==> config.mk <==
export PLATFORM = sky130hd
export DESIGN_NAME = lift97_fwd
export DESIGN_NICKNAME = d
export VERILOG_FILES = /design/src/rtl/lift97_pkg.sv /design/src/rtl/lift97_framer.sv /design/src/rtl/lift97_lift.sv /design/src/rtl/lift97_serial.sv /design/src/rtl/lift97_fwd.sv
export SDC_FILE = /design/constraint.sdc
export NUM_CORES = 1
export LEC_CHECK = 0
export BUFFER_PORTS_ARGS = -buffer_cell sky130_fd_sc_hd__buf_4
export CAP_MARGIN = 20
export CORE_MARGIN = 5
export CORE_UTILIZATION = 57
export DETAILED_ROUTE_END_ITERATION = 10
export GPL_TIMING_DRIVEN = 1
export PLACE_DENSITY = 0.76
export SETUP_SLACK_MARGIN = 0.3
export SKIP_CTS_REPAIR_TIMING = 1
export SYNTH_ARGS = -nofsm -noshare
export SYNTH_HDL_FRONTEND = slang
export SYNTH_HIERARCHICAL = 1
export SYNTH_SLANG_ARGS = --single-unit
==> constraint.sdc <==
create_clock -name clk -period 3.2 [get_ports clk]
set_clock_uncertainty 0.15 [all_clocks]
set_input_delay 0.16 -clock clk [delete_from_list [all_inputs] [get_ports clk]]
set_output_delay 0.16 -clock clk [all_outputs]
set_load 0.05 [all_outputs]
==> src/rtl/lift97_pkg.sv <==
package lift97_pkg;
  // Extra bits carried by the output coefficient over the sample width
  localparam int unsigned OUT_GROWTH = 2;
  // Extra bits carried by the internal lifting arithmetic
  localparam int unsigned ACC_GROWTH = 6;

  typedef struct packed {
    logic first;  // step produces index 0 of a line
    logic last;   // step produces the final index of a line
  } mark_t;
endpackage

==> src/rtl/lift97_framer.sv <==
// Collects samples into even/odd pairs, keeps a short history of evens and
// odds, and issues one lifting step per pair, with mirrored operands at the
// line start and two self-generated steps after the line end.
module lift97_framer
  import lift97_pkg::*;
#(
  parameter int unsigned W = 12
) (
  input  logic                clk,
  input  logic                rst_n,
  input  logic                adv,
  input  logic                in_valid,
  output logic                in_ready,
  input  logic signed [W-1:0] in_data,
  input  logic                in_sol,
  input  logic                in_eol,
  output logic                step_v,
  output logic signed [W-1:0] st_em1,
  output logic signed [W-1:0] st_e0,
  output logic signed [W-1:0] st_e1,
  output logic signed [W-1:0] st_e2,
  output logic signed [W-1:0] st_o,
  output mark_t               st_mark
);
  localparam logic [2:0] FLUSH_LEN = 3'd4;

  logic signed [W-1:0] even_q, h1, h2, h3, oh1, oh2;
  logic                even_sol, phase;
  logic [1:0]          kcnt;
  logic [2:0]          fc;
  logic                acc;
  logic [1:0]          pidx;

  assign in_ready = adv && (fc == 3'd0);
  assign acc      = in_valid && in_ready;
  assign pidx     = even_sol ? 2'd0 : kcnt;

  always_ff @(posedge clk or negedge rst_n) begin
    if (!rst_n) begin
      even_q <= '0; even_sol <= 1'b0; phase <= 1'b0; kcnt <= 2'd0; fc <= 3'd0;
      h1 <= '0; h2 <= '0; h3 <= '0; oh1 <= '0; oh2 <= '0;
      step_v <= 1'b0; st_em1 <= '0; st_e0 <= '0; st_e1 <= '0; st_e2 <= '0;
      st_o <= '0; st_mark <= '0;
    end else if (adv) begin
      step_v <= 1'b0;
      if (fc != 3'd0) fc <= fc - 3'd1;
      if (acc) begin
        if (in_sol || !phase) begin
          even_q   <= in_data;
          even_sol <= in_sol;
          phase    <= 1'b1;
        end else begin
          phase <= 1'b0;
          h3 <= h2; h2 <= h1; h1 <= even_q;
          oh2 <= oh1; oh1 <= in_data;
          kcnt <= (pidx == 2'd3) ? 2'd3 : pidx + 2'd1;
          if (pidx >= 2'd2) begin
            step_v        <= 1'b1;
            st_em1        <= (pidx == 2'd2) ? h1 : h3;  // left mirror on index 0
            st_e0         <= h2;
            st_e1         <= h1;
            st_e2         <= even_q;
            st_o          <= oh2;
            st_mark.first <= (pidx == 2'd2);
            st_mark.last  <= 1'b0;
            if (in_eol) fc <= FLUSH_LEN;
          end
        end
      end else if (fc == 3'd3) begin
        // first extension step: next even equals the last real even
        step_v  <= 1'b1;
        st_em1  <= h3; st_e0 <= h2; st_e1 <= h1; st_e2 <= h1; st_o <= oh2;
        st_mark <= '0;
        h3 <= h2; h2 <= h1; oh2 <= oh1;
      end else if (fc == 3'd1) begin
        // second extension step: mirrored even two places back
        step_v        <= 1'b1;
        st_em1        <= h3; st_e0 <= h2; st_e1 <= h1; st_e2 <= h3; st_o <= oh2;
        st_mark.first <= 1'b0;
        st_mark.last  <= 1'b1;
        phase         <= 1'b0;
      end
    end
  end

  // taking the closing pair of a line starts the input gap at once
  p_flush_gap_r8: assert property (@(posedge clk) disable iff (!rst_n)
    (acc && phase && !in_sol && in_eol && pidx >= 2'd2) |=> !in_ready);
endmodule

==> src/rtl/lift97_lift.sv <==
// Predict and update arithmetic, split by four register levels so that each
// register-to-register segment holds a single adder.
module lift97_lift
  import lift97_pkg::*;
#(
  parameter int unsigned W  = 12,
  parameter int unsigned NW = W + ACC_GROWTH
) (
  input  logic                 clk,
  input  logic                 rst_n,
  input  logic                 adv,
  input  logic                 step_v,
  input  logic signed [W-1:0]  st_em1,
  input  logic signed [W-1:0]  st_e0,
  input  logic signed [W-1:0]  st_e1,
  input  logic signed [W-1:0]  st_e2,
  input  logic signed [W-1:0]  st_o,
  input  mark_t                st_mark,
  output logic                 res_v,
  output logic signed [NW-1:0] res_s,
  output logic signed [NW-1:0] res_d,
  output mark_t                res_mark
);
  function automatic logic signed [NW-1:0] sx(input logic signed [W-1:0] v);
    return {{(NW-W){v[W-1]}}, v};
  endfunction

  // level 1: pair sums
  logic                 v1;
  logic signed [NW-1:0] a1, r1;
  logic signed [W-1:0]  o1, e0_1;
  mark_t                mk1;
  // level 2: nine times inner sum, scaled odd plus outer sum
  logic                 v2;
  logic signed [NW-1:0] a9_2, u2;
  logic signed [W-1:0]  e0_2;
  mark_t                mk2;
  // level 3: high-pass value
  logic                 v3;
  logic signed [NW-1:0] d3, dprev;
  logic signed [W-1:0]  e0_3;
  mark_t                mk3;
  // level 4: sum of neighbouring high-pass values
  logic                 v4;
  logic signed [NW-1:0] w4, d4;
  logic signed [W-1:0]  e0_4;
  mark_t                mk4;

  logic signed [NW-1:0] pw, dsel, e4q;

  // 16*odd + 7: rounding offset placed in the zero low bits
  assign pw   = {{(NW-W-4){o1[W-1]}}, o1, 4'b0111};
  assign dsel = mk3.first ? d3 : dprev;
  // 4*even + 1: rounding offset placed in the zero low bits
  assign e4q  = {{(NW-W-2){e0_4[W-1]}}, e0_4, 2'b01};

  always_ff @(posedge clk or negedge rst_n) begin
    if (!rst_n) begin
      v1 <= 1'b0; v2 <= 1'b0; v3 <= 1'b0; v4 <= 1'b0;
      a1 <= '0; r1 <= '0; o1 <= '0; e0_1 <= '0; mk1 <= '0;
      a9_2 <= '0; u2 <= '0; e0_2 <= '0; mk2 <= '0;
      d3 <= '0; dprev <= '0; e0_3 <= '0; mk3 <= '0;
      w4 <= '0; d4 <= '0; e0_4 <= '0; mk4 <= '0;
    end else if (adv) begin
      v1 <= step_v; v2 <= v1; v3 <= v2; v4 <= v3;
      a1   <= sx(st_e0) + sx(st_e1);
      r1   <= sx(st_em1) + sx(st_e2);
      o1   <= st_o;
      e0_1 <= st_e0;
      mk1  <= st_mark;
      a9_2 <= (a1 <<< 3) + a1;
      u2   <= pw + r1;
      e0_2 <= e0_1;
      mk2  <= mk1;
      d3   <= (u2 - a9_2) >>> 4;
      e0_3 <= e0_2;
      mk3  <= mk2;
      if (v3) dprev <= d3;
      w4   <= d3 + dsel;
      d4   <= d3;
      e0_4 <= e0_3;
      mk4  <= mk3;
    end
  end

  assign res_v    = v4;
  assign res_d    = d4;
  assign res_s    = (e4q + w4) >>> 2;
  assign res_mark = mk4;
endmodule

==> src/rtl/lift97_serial.sv <==
// Turns each (low, high) result pair into two consecutive output beats.
module lift97_serial
  import lift97_pkg::*;
#(
  parameter int unsigned OW = 14,
  parameter int unsigned NW = 18
) (
  input  logic                 clk,
  input  logic                 rst_n,
  input  logic                 adv,
  input  logic                 res_v,
  input  logic signed [NW-1:0] res_s,
  input  logic signed [NW-1:0] res_d,
  input  mark_t                res_mark,
  output logic                 out_valid,
  output logic signed [OW-1:0] out_data,
  output logic                 out_high,
  output logic                 out_first,
  output logic                 out_last
);
  logic signed [OW-1:0] pend;
  logic                 pend_v, pend_last;

  always_ff @(posedge clk or negedge rst_n) begin
    if (!rst_n) begin
      out_valid <= 1'b0; out_data <= '0; out_high <= 1'b0;
      out_first <= 1'b0; out_last <= 1'b0;
      pend <= '0; pend_v <= 1'b0; pend_last <= 1'b0;
    end else if (adv) begin
      if (res_v) begin
        out_valid <= 1'b1;
        out_data  <= res_s[OW-1:0];
        out_high  <= 1'b0;
        out_first <= res_mark.first;
        out_last  <= 1'b0;
        pend      <= res_d[OW-1:0];
        pend_v    <= 1'b1;
        pend_last <= res_mark.last;
      end else if (pend_v) begin
        out_valid <= 1'b1;
        out_data  <= pend;
        out_high  <= 1'b1;
        out_first <= 1'b0;
        out_last  <= pend_last;
        pend_v    <= 1'b0;
      end else begin
        out_valid <= 1'b0;
      end
    end
  end

  // both results fit the output width before truncation
  p_no_overflow_r10: assert property (@(posedge clk) disable iff (!rst_n)
    res_v |-> (((&res_s[NW-1:OW-1]) || !(|res_s[NW-1:OW-1])) &&
               ((&res_d[NW-1:OW-1]) || !(|res_d[NW-1:OW-1]))));
  // a new result pair never meets an unsent high-pass value
  p_slot_free_r5: assert property (@(posedge clk) disable iff (!rst_n)
    res_v |-> !pend_v);
  // line markers sit on the right band
  p_first_low_r6: assert property (@(posedge clk) disable iff (!rst_n)
    (out_valid && out_first) |-> !out_high);
  p_last_high_r6: assert property (@(posedge clk) disable iff (!rst_n)
    (out_valid && out_last) |-> out_high);
endmodule

==> src/rtl/lift97_fwd.sv <==
module lift97_fwd
  import lift97_pkg::*;
#(
  parameter int unsigned W  = 12,
  localparam int unsigned OW = W + OUT_GROWTH,
  localparam int unsigned NW = W + ACC_GROWTH
) (
  input  logic                 clk,
  input  logic                 rst_n,
  input  logic                 in_valid,
  output logic                 in_ready,
  input  logic signed [W-1:0]  in_data,
  input  logic                 in_sol,
  input  logic                 in_eol,
  output logic                 out_valid,
  input  logic                 out_ready,
  output logic signed [OW-1:0] out_data,
  output logic                 out_high,
  output logic                 out_first,
  output logic                 out_last
);
  logic                 adv;
  logic                 step_v, res_v;
  logic signed [W-1:0]  st_em1, st_e0, st_e1, st_e2, st_o;
  mark_t                st_mark, res_mark;
  logic signed [NW-1:0] res_s, res_d;

  // whole datapath moves only when the output slot can change
  assign adv = !out_valid || out_ready;

  lift97_framer #(.W(W)) u_framer (
    .clk(clk), .rst_n(rst_n), .adv(adv),
    .in_valid(in_valid), .in_ready(in_ready), .in_data(in_data),
    .in_sol(in_sol), .in_eol(in_eol),
    .step_v(step_v), .st_em1(st_em1), .st_e0(st_e0), .st_e1(st_e1),
    .st_e2(st_e2), .st_o(st_o), .st_mark(st_mark)
  );

  lift97_lift #(.W(W), .NW(NW)) u_lift (
    .clk(clk), .rst_n(rst_n), .adv(adv),
    .step_v(step_v), .st_em1(st_em1), .st_e0(st_e0), .st_e1(st_e1),
    .st_e2(st_e2), .st_o(st_o), .st_mark(st_mark),
    .res_v(res_v), .res_s(res_s), .res_d(res_d), .res_mark(res_mark)
  );

  lift97_serial #(.OW(OW), .NW(NW)) u_serial (
    .clk(clk), .rst_n(rst_n), .adv(adv),
    .res_v(res_v), .res_s(res_s), .res_d(res_d), .res_mark(res_mark),
    .out_valid(out_valid), .out_data(out_data), .out_high(out_high),
    .out_first(out_first), .out_last(out_last)
  );

  // a stalled coefficient is held unchanged
  p_hold_r7: assert property (@(posedge clk) disable iff (!rst_n)
    (out_valid && !out_ready) |=> (out_valid && $stable(out_data) &&
      $stable(out_high) && $stable(out_first) && $stable(out_last)));
  // the high-pass partner follows a taken low-pass value
  p_partner_r5: assert property (@(posedge clk) disable iff (!rst_n)
    (out_valid && out_ready && !out_high) |=> (out_valid && out_high));
endmodule

Word level (Yosys, flattened, before mapping). Index checks and enable logic that the tools add are counted.

Latch bits: 0. Memory bits (read-only): 0. Memories kept: 0. Register bits after elaboration: 378. Logic and storage cells: 156. RAM bits: 0.

Reduce and logical (&&, ||, !) cells: 20. $mul: 0. Divide/modulo/power cells: 0. $add $sub $neg: 9. Bitwise operators: 1. Equal/unequal tests: 7. $lt $le $gt $ge: 1. Shift operators: 0. Mux-type cells: 67.

Operators with widths (count): 2-to-1 mux 12 bit (34); adder 14 x 16 -> 16 bit (2); 2-to-1 mux 14 bit (2); adder 12 x 12 -> 13 bit (2); adder 16 x 18 -> 18 bit (1); adder 18 bit (1); 2-to-1 mux 1 bit (18); subtractor 18 bit (1); 2-to-1 mux 16 bit (1); 2-to-1 mux 3 bit (5); 2-to-1 mux 2 bit (7); AND reduction 3 bit (4); AND reduction 2 bit (3); nonzero test 2 bit (3); nonzero test 3 bit (2); equality test 2 bit (second input constant) (2); != test 2 bit (second input constant) (2); AND reduction 4 bit (1); equality test 3 x 1 -> 1 bit (second input constant) (1); equality test 3 x 2 -> 1 bit (second input constant) (1); zero test 3 bit (1); subtractor 3 x 1 -> 3 bit (second input constant) (1); adder 2 x 1 -> 2 bit (second input constant) (1); greater-or-equal comparator 2 bit (second input constant) (1); other kinds (5) (8).

Depth between registers and ports, before layout. Gate-level depths: netlist (run 1).

Depth in word-level cells: 6. Depth in mapped cells: 13. Gate-level depth less buffers: 12.

Cells and area by module. Netlist (run 1), hierarchy kept.

By module, submodules not included: lift97_lift (times used 1, cells each 984, area an instance 10985.5 um^2, sequential area each 4829.6 um^2); lift97_framer (times used 1, cells each 396, area an instance 6043.3 um^2, sequential area each 3553.4 um^2); lift97_serial (times used 1, cells each 120, area an instance 1436.4 um^2, sequential area each 850.8 um^2); lift97_fwd (times used 1, cells each 1, area an instance 6.3 um^2, sequential area each 0.0 um^2).

Worst setup path after synthesis (run 1). OpenSTA, ideal clock, no wires.

Kind: register to register. From: register u_lift/mk3[1] (netlist name). To: register u_lift.w4[13]. Arrival: 3.074 ns. Period minus slack after synthesis: 3.349 ns. Stages on the path, launching flop included: 13. Path slack: -0.149 ns. Cells stage by stage: dfrtp_1 -> clkbuf_1 -> buf_1 -> mux2_2 -> ha_1 -> and2_1 -> o21a_1 -> or2_1 -> a21o_1 -> a21o_1 -> a221oi_2 -> xnor2_1 -> mux2_2.

Word-level cells in the longest chain between the ends: 2.

RTL lines: start, declared (line lift97_lift.sv:42) `mark_t mk3;`; start signal, assigned (line lift97_lift.sv:77) `mk3 <= mk2;`; 2-to-1 mux 16 bit (line lift97_lift.sv:53) `assign dsel = mk3.first ? d3 : dprev;`; adder 14 x 16 -> 16 bit (line lift97_lift.sv:79) `w4 <= d3 + dsel;`; end signal, assigned (line lift97_lift.sv:79); end, declared (line lift97_lift.sv:45) `logic signed [NW-1:0] w4, d4;`.

No other way between the ends. A chain may end at the register's enable or synchronous reset.

Worst setup path in the final report (run 1). Same ends and word-level chain as after synthesis.

==> results of run 1 <==
==> worst max-delay path: cells and delay by family, from the launching register on <==
family | cells | cell delay (ps)
AO/OA/AOI/OAI | 4 | 850
multiplexers | 2 | 610
flip-flops | 1 | 530
AND/OR/NAND/NOR | 2 | 370
adder cells (fa/ha/maj) | 1 | 230
XOR/XNOR | 1 | 90
==> state kept, by name, indices dropped and copies added (netlist names), 13 cells and up <==
signal             count
u_lift/u2             18
u_lift/a9_2           17
u_lift/w4             16
u_lift/d3             14
u_lift/dprev          14
u_lift/res_d          14
u_serial/out_data     14
u_serial/pend         14
u_lift/a1             13
u_lift/r1             13
==> area by class of cell <==
type	count	area, um^2	share of cell area [%]
clock buffers	54	1180	5.65
clock inverters	17	203	0.974
inverters	58	218	1.05
multi-input cells	996	8740	42.0
flip-flops and latches	367	9190	44.1
well taps	402	503	2.42
repair buffers	85	790	3.79
==> metal layers <==
| metal | track usage (%) | share of wire [%] | routed length, um |
|---|---|---|---|
| met1 | 30.9 | 47 | 17700 |
| met2 | 34.1 | 48 | 18100 |
| met3 | 2.86 | 3.1 | 1180 |
| met4 | 5.52 | 2.3 | 877 |
| met5 | 0 | 0 | 0 |
==> per-stage QoR <==
step	setup WS, ps	std cells	instance area, um^2
floorplan	309	1481	18300
global placement	184	1882	19000
detailed placement	92.1	1882	19000
CTS	44.0	1953	20400
global route	187	1979	20800
finish	266	1979	20800
==> worst paths after layout <==
kind,cells after the start,slack (ps),start,end
max in group asynchronous,3,1870,rst_n,u_lift/r1[1]$_DFFE_PN0P_
worst max register to register,10,270,u_lift/mk3[1]$_DFFE_PN0P_,u_lift/w4[13]$_DFFE_PN0P_
min in group clk,3,260,in_data[4],u_framer/oh1[4]$_DFFE_PN0P_
worst min register to register,1,340,u_lift/a9_2[8]$_DFFE_PN0P_,u_lift/a9_2[8]$_DFFE_PN0P_
worst min-delay path,2,100,rst_n,u_lift/u2[2]$_DFFE_PN0P_
worst max-delay path,10,270,u_lift/mk3[1]$_DFFE_PN0P_,u_lift/w4[13]$_DFFE_PN0P_
==> flow_results.org, run 1 <==
** Floorplanning
- Die Outline Area :: roughly 36000 um^2
- Area of the core :: around 32000 um^2
- For this configuration, the core starts out at a cell density of just under 60%.
- Number of top-level pins :: 37
- Row count :: 65
- The die is about 190 um tall.
- Die outline width :: roughly 190 um

** Placement
- Port-buffer cells :: 36
- Routability Congestion :: ~0.9
- After legalization and detailed placement, the total HPWL measured 25800 um.

** Cells and area
- For this run, the post-layout net count is about 1700.
- Layout overhead on the synthesized area :: 13.8%
- Leading cell types in the layout, fill and taps excluded :: 366 x dfrtp_1, 271 x mux2_2, 93 x ha_1
- Post-layout utilization of the core :: roughly 66%
- Leaving out fill and tap cells, the most frequent cell in the layout is dfrtp_1.
- Diode insertion count for antenna repair :: 0
- Share of cells above drive strength 1 :: between 30% and 40%
- Fill cells in the final layout number ~2300.

** Setup path
- Sort of element at the start of the critical path :: flip-flop
- Series of cell instances along the critical path :: mux2_4, ha_4, and2_4, o21a_1, or2_1, a21o_1, a21o_1, a221oi_2, xnor2_1, mux2_2
- Crit-path max cell delay :: 530 ps
- Max Fanout on Critical Path :: 7
- Critical-path cell with the highest stage delay :: dfrtp_2
- For the worst setup path, the data required time is between 3000 and 4000 ps.
- The cell that appears most often on the critical path is a21o_1.
- CP Class :: reg2reg
- For the worst setup path, the data arrival time is 3200 ps.
- Type of destination of the critical path :: flip-flop

** Clocking
- Max H-tree Level :: 2
- Clock latency reported for the late side of the worst-skew pair :: between 500 and 600 ps
- Clock Tree Buf Depth :: 3
- Clock tree synthesis inserted a total of 40 buffers.
- TritonCTS built the clock tree.
- In this run the clock root is driven by a clkbuf_16.
- Counting every sink on the clock net gives ~370.
- After clock tree synthesis, the clock-pin slew on the worst setup and hold paths is around 60 ps.

** STA
- Final setup TNS :: 0 ps
- The number of endpoints with negative hold slack in the final report was 0.
- Hold is met by ~100 ps.
- Slew at the pin with the worst max-slew slack :: between 900 and 1000 ps
- Fmax :: about 340 MHz
- The final-report max-slew violation count is 0.
- RSZ-0062 raised after global routing :: true
- The final critical path takes up around nine tenths of the cycle.
- Setup violations remaining at the end of the flow were counted as 0.
- Slew HR :: between 30% and 40%
- The clock period could shrink to slightly below 3000 ps.

** Detailed routing
- Post-DR vias/cell :: roughly 6
- Routed via count :: 11624
- Final wirelength :: roughly 38000 um
- Residual DRC :: 0
- Number of design-rule violations left by the first detailed-router iteration :: 729
- Per-cell routed wire length :: 19.1 um
- In this run the remaining antenna-violating nets after routing total 0.
- For this run, the detailed router's first-pass iteration total came to 5.

** GRT
- Wire length of the first global-routing pass :: approximately 63000 um
- The initial antenna violation count came to 0.
- GR Overflow Total :: 0
- Number of global-route vias before repair :: between 10000 and 15000
- Entering global routing, the biggest net connects 115 pins.
- Global routing usage summed across all routing layers :: between 20% and 30%

** Min path
- The tightest min-delay check is of the in2async type.

** Logic synthesis
- Syn_nets :: 1600
- After synthesis the cells add up to about 18000 um^2.
- Average size of a mapped cell :: ~12 um^2
- YS warnings :: 6
- Mapped Cells :: approximately 1500

** Flow run
- Across the run, the number of max-cap violations was 0.

** Outcome
- The run finished with clean final reports.
Power of run 1 is left out: the tool's default activity adds up to more than one toggle a clock period on the data nets, which glitch-free logic cannot reach.
==> inputs of run 2 (changes only) <==
Settings changed: SYNTH_HIERARCHICAL 1 to default.
==> run 2 against run 1 <==
- global-route usage up 1.6 points
- largest cell class unchanged
- first-iteration DRC count up 6.4%
- die area shrank 0.53%
- via count increased by 17%
- clock-buffer cell count is 2 lower
- cell count is 22% higher
- maximum frequency rose by 1.4%
- final area decreased by 1.6%
- synthesized cell count up 31%
- worst setup slack better by 41 ps
==> flow_results.org, run 2 <==
** Outcome
- The run finished with clean final reports.

** Cells and area
- Most common library cell in the layout ignoring fill and taps :: nand2_1
- Net count reported at finish :: 2094 (+26%)
- The filler-free cell count of the finished design came to 2406 (+22%).
- Area of all placed cells without fillers :: 20500 um^2 (-1.6%)
- The number of inserted diodes is 0 (unchanged).
- Register with the most flip-flops :: u_lift.u2
- The number of flip-flops under the largest register name is 18 (unchanged).
- Largest registers ranked by flip-flop count :: u_lift.u2: 18 flops, u_lift.a9_2: 17 flops, u_lift.w4: 16 flops
- Compared with the post-synthesis result, the final layout area differs by 12.6%.
- The layout cell share with drive strength beyond 1 came to 12.2% (-18 points).
- Leading cell types in the layout, fill and taps excluded :: 598 x nand2_1, 366 x dfrtp_1, 109 x a21oi_1

** Logic synthesis
- Average size of a mapped cell :: 9.41 um^2 (-24%)
- Counting flops with a built-in enable in the synthesized netlist gives 0.
- Sequential cells were found to cover 50.5% of the synthesized design area.
- Netlist cell types :: slightly above 70
- Predominant post-synthesis flop cell :: dfrtp_1
- The biggest area contributor in the post-synthesis netlist is dfrtp_1.
- After synthesis, the largest area contributor takes up around 50% of total cell area.
- YS warnings :: 0 (-6)
- Synthesis inferred approximately 370 register bits.
- By area the synthesized netlist is led by dfrtp_1 50%, nand2_1 12%, ha_1 6.6%, mux2_2 4.6%, a21oi_1 3.1%.
- Of all flip-flops after synthesis, the portion carrying an async set or reset was 100%.
- Mapped cell area :: 18200 um^2 (-0.57%)
- In the post-synthesis netlist, the cell with the most instances is nand2_1.
- The synthesized instance count is 1933 (+31%).
- The synthesized netlist net count was 2051 (+28%).
- Leading cell types by count after synthesis :: 598 x nand2_1, 367 x dfrtp_1, 112 x a21oi_1

** Floorplanning
- Die outline width :: 189 um (-0.27%)
- The vertical extent of the die came to 189 um (-0.27%).
- The starting density of the core came to 57.6% (-0.18 points).
- Number of top-level pins :: 37 (unchanged)
- Area of the core :: 31600 um^2 (-0.26%)
- Row count :: 65 (unchanged)
- The total die area was 35600 um^2 (-0.53%).

** Power
- VDD sags by at most about 0.89 mV.
- Static leakage power :: 10.2 nW
- Power density relative to cell area :: around 1100 nW/um^2
- The design draws roughly 23 mW.

** Detailed routing
- The post-route DRC violation count came to 0 (unchanged).
- Antenna-violating nets left :: 0 (unchanged)
- In this run the top signal layer used is met4.
- The total vias in the final route came to 13614 (+17%).
- Final wirelength :: 40300 um (+6.5%)
- The routed length on met1 is 17800 um (+1.1%).
- Total length of routed met3 wires :: 1290 um (+10%)
- Number of design-rule violations left by the first detailed-router iteration :: 776 (+6.4%)
- Post-DR vias/cell :: 5.66 (-3.7%)
- Routed wl met2 :: 20000 um (+11%)
- The iteration count of the initial detailed-routing pass was 5 (unchanged).
- The routed wirelength normalized by instance count is 16.7 um (-12%).

** STA
- RSZ-0062 raised after global routing :: true
- The final-report max-slew violation count came to 0 (unchanged).
- Time the worst path needs with I/O delays and setup :: 2890 ps (-41.3 ps)
- Fmax :: 346 MHz (+1.4%)
- Setup-violating endpoint count in the final report :: 0 (unchanged)
- The final sum of negative setup slack was 0 ps (unchanged).
- Slew at the pin with the worst max-slew slack :: 899 ps (-15.3 ps)
- The share of the clock period used by the worst path after layout is 90.4% (-1.3 points).
- Final hold violation count :: 0 (unchanged)
- The worst relative slew slack is 39.9% (+0.81 points).

** Clocking
- Clock Tree Buf Depth :: 3 (unchanged)
- The insertion delay to the later sink of the worst-skew pair is 530 ps (about the same).
- Clock root buffer master :: clkbuf_16
- The TritonCTS sink count is 367 (unchanged).
- TritonCTS built the clock tree.
- The number of buffers added by the clock tree synthesis step was 39 (-2.5%).
- Max H-tree Level :: 2 (unchanged)
- Clock-pin slew on the worst setup and hold paths :: 60 ps (about the same)

** Setup path
- Type of destination of the critical path :: flip-flop
- STA classifies the critical path startpoint as a flip-flop.
- CP Class :: reg2reg
- The maximum fanout along the worst path is 10 (+3).
- Worst reg2reg path depth :: 10 (unchanged)
- End of the worst register-to-register path :: u_lift.w4[14]$_DFFE_PN0N_
- Reg2reg setup slack :: 310 ps (+40 ps)
- The worst endpoint data arrival time was 3160 ps (-40 ps).
- Launch point of the worst reg-to-reg path :: u_lift.mk3[1]$_DFFE_PN0N_
- The required time of the critical path is 3460 ps (about the same).

** GRT
- Maximum number of pins on one net before global-route repair :: 144 (+25%)
- Wire length of the first global-routing pass :: 68300 um (+9.0%)
- The number of global-route vias before repair came to 13682 (+15%).
- The total routing resource utilization after global routing was 22.8% (+1.6 points).
- GR Overflow Total :: 0 (unchanged)
- Antenna violations before repair :: 0 (unchanged)

** Min path
- The min-delay analysis places its worst path in the category in2async.

** Flow run
- Max-cap check violation count :: 0 (unchanged)

** Placement
- Routability Congestion :: 0.891 (+1.2%)
- The post-placement cell count is 2318 (+23%).
- DPL Wire Length :: 27100 um (+5.0%)
- Port-buffer cells :: 36 (unchanged)
- The area of placed instances is 18900 um^2 (-0.54%).
run 2: routing by layer:
metal	track usage (%)	vias up
met1	30.6	6643
met2	39.4	279
met5	0	-
met4	6.75	0
met3	2.69	85
li1	-	6607
run 2: cell families after synthesis:
group | share of synthesized area [%]
AOI/OAI and AO/OA | 11.8
xor gates and xnor gates | 3.47
adders and majority gates | 7.04
buffers and inverters | 2.78
DFF | 50.5
muxes | 6.02
and+or+nand+nor | 18.4
run 2: cell type report:
type	instances	area, um^2
clock buffers	52	1130
fillers	2490	11100
flip-flops and latches	367	9190
clock inverters	17	171
repair buffers	84	728
inverters	46	173
multi-input cells	1438	8590
well taps	402	503
run 2: how the worst max path moves through the flow:
stage                                         start  cells past startpoint                   endpoint  slack [ps]
final                     u_lift.mk3[1]$_DFFE_PN0N_                     10  u_lift.w4[14]$_DFFE_PN0N_         310
after CTS                 u_lift.mk3[1]$_DFFE_PN0N_                      9  u_lift.w4[13]$_DFFE_PN0N_          50
after global routing      u_lift.mk3[1]$_DFFE_PN0N_                     10  u_lift.w4[14]$_DFFE_PN0N_         220
after floorplan           u_lift.mk3[1]$_DFFE_PN0N_                     12  u_lift.w4[13]$_DFFE_PN0N_         300
after global placement    u_lift.mk3[1]$_DFFE_PN0N_                     11  u_lift.w4[14]$_DFFE_PN0N_         190
after detailed placement  u_lift.mk3[1]$_DFFE_PN0N_                     11  u_lift.w4[14]$_DFFE_PN0N_          70
run 2: worst max-delay path, cell delays in order (launching register included):
cell	delay [ps]
dfrtp_2	440
buf_4	220
mux2_2	360
ha_1	320
nor2_1	80
a211oi_2	300
o21ai_2	120
o22ai_2	200
o41ai_2	100
nand2b_1	160
a221o_1	310
run 2: per-stage QoR:
stage               worst slack [ps]  hold WS [ps]  util, %
CTS                             50.1          -472     64.1
detailed placement              69.5          92.5     60.0
global route                     215          99.8     64.9
global placement                 191          78.6     60.0
finish                           307          77.7     64.9
floorplan                        304          -286        -
run 2: where the power goes:
group	internal [mW]	switching [mW]	total (mW)
registers	6.71	1.53	8.23
clock network	2.65	1.84	4.49
logic	4.27	6.15	10.4
Power figures use the tool's default switching activity.
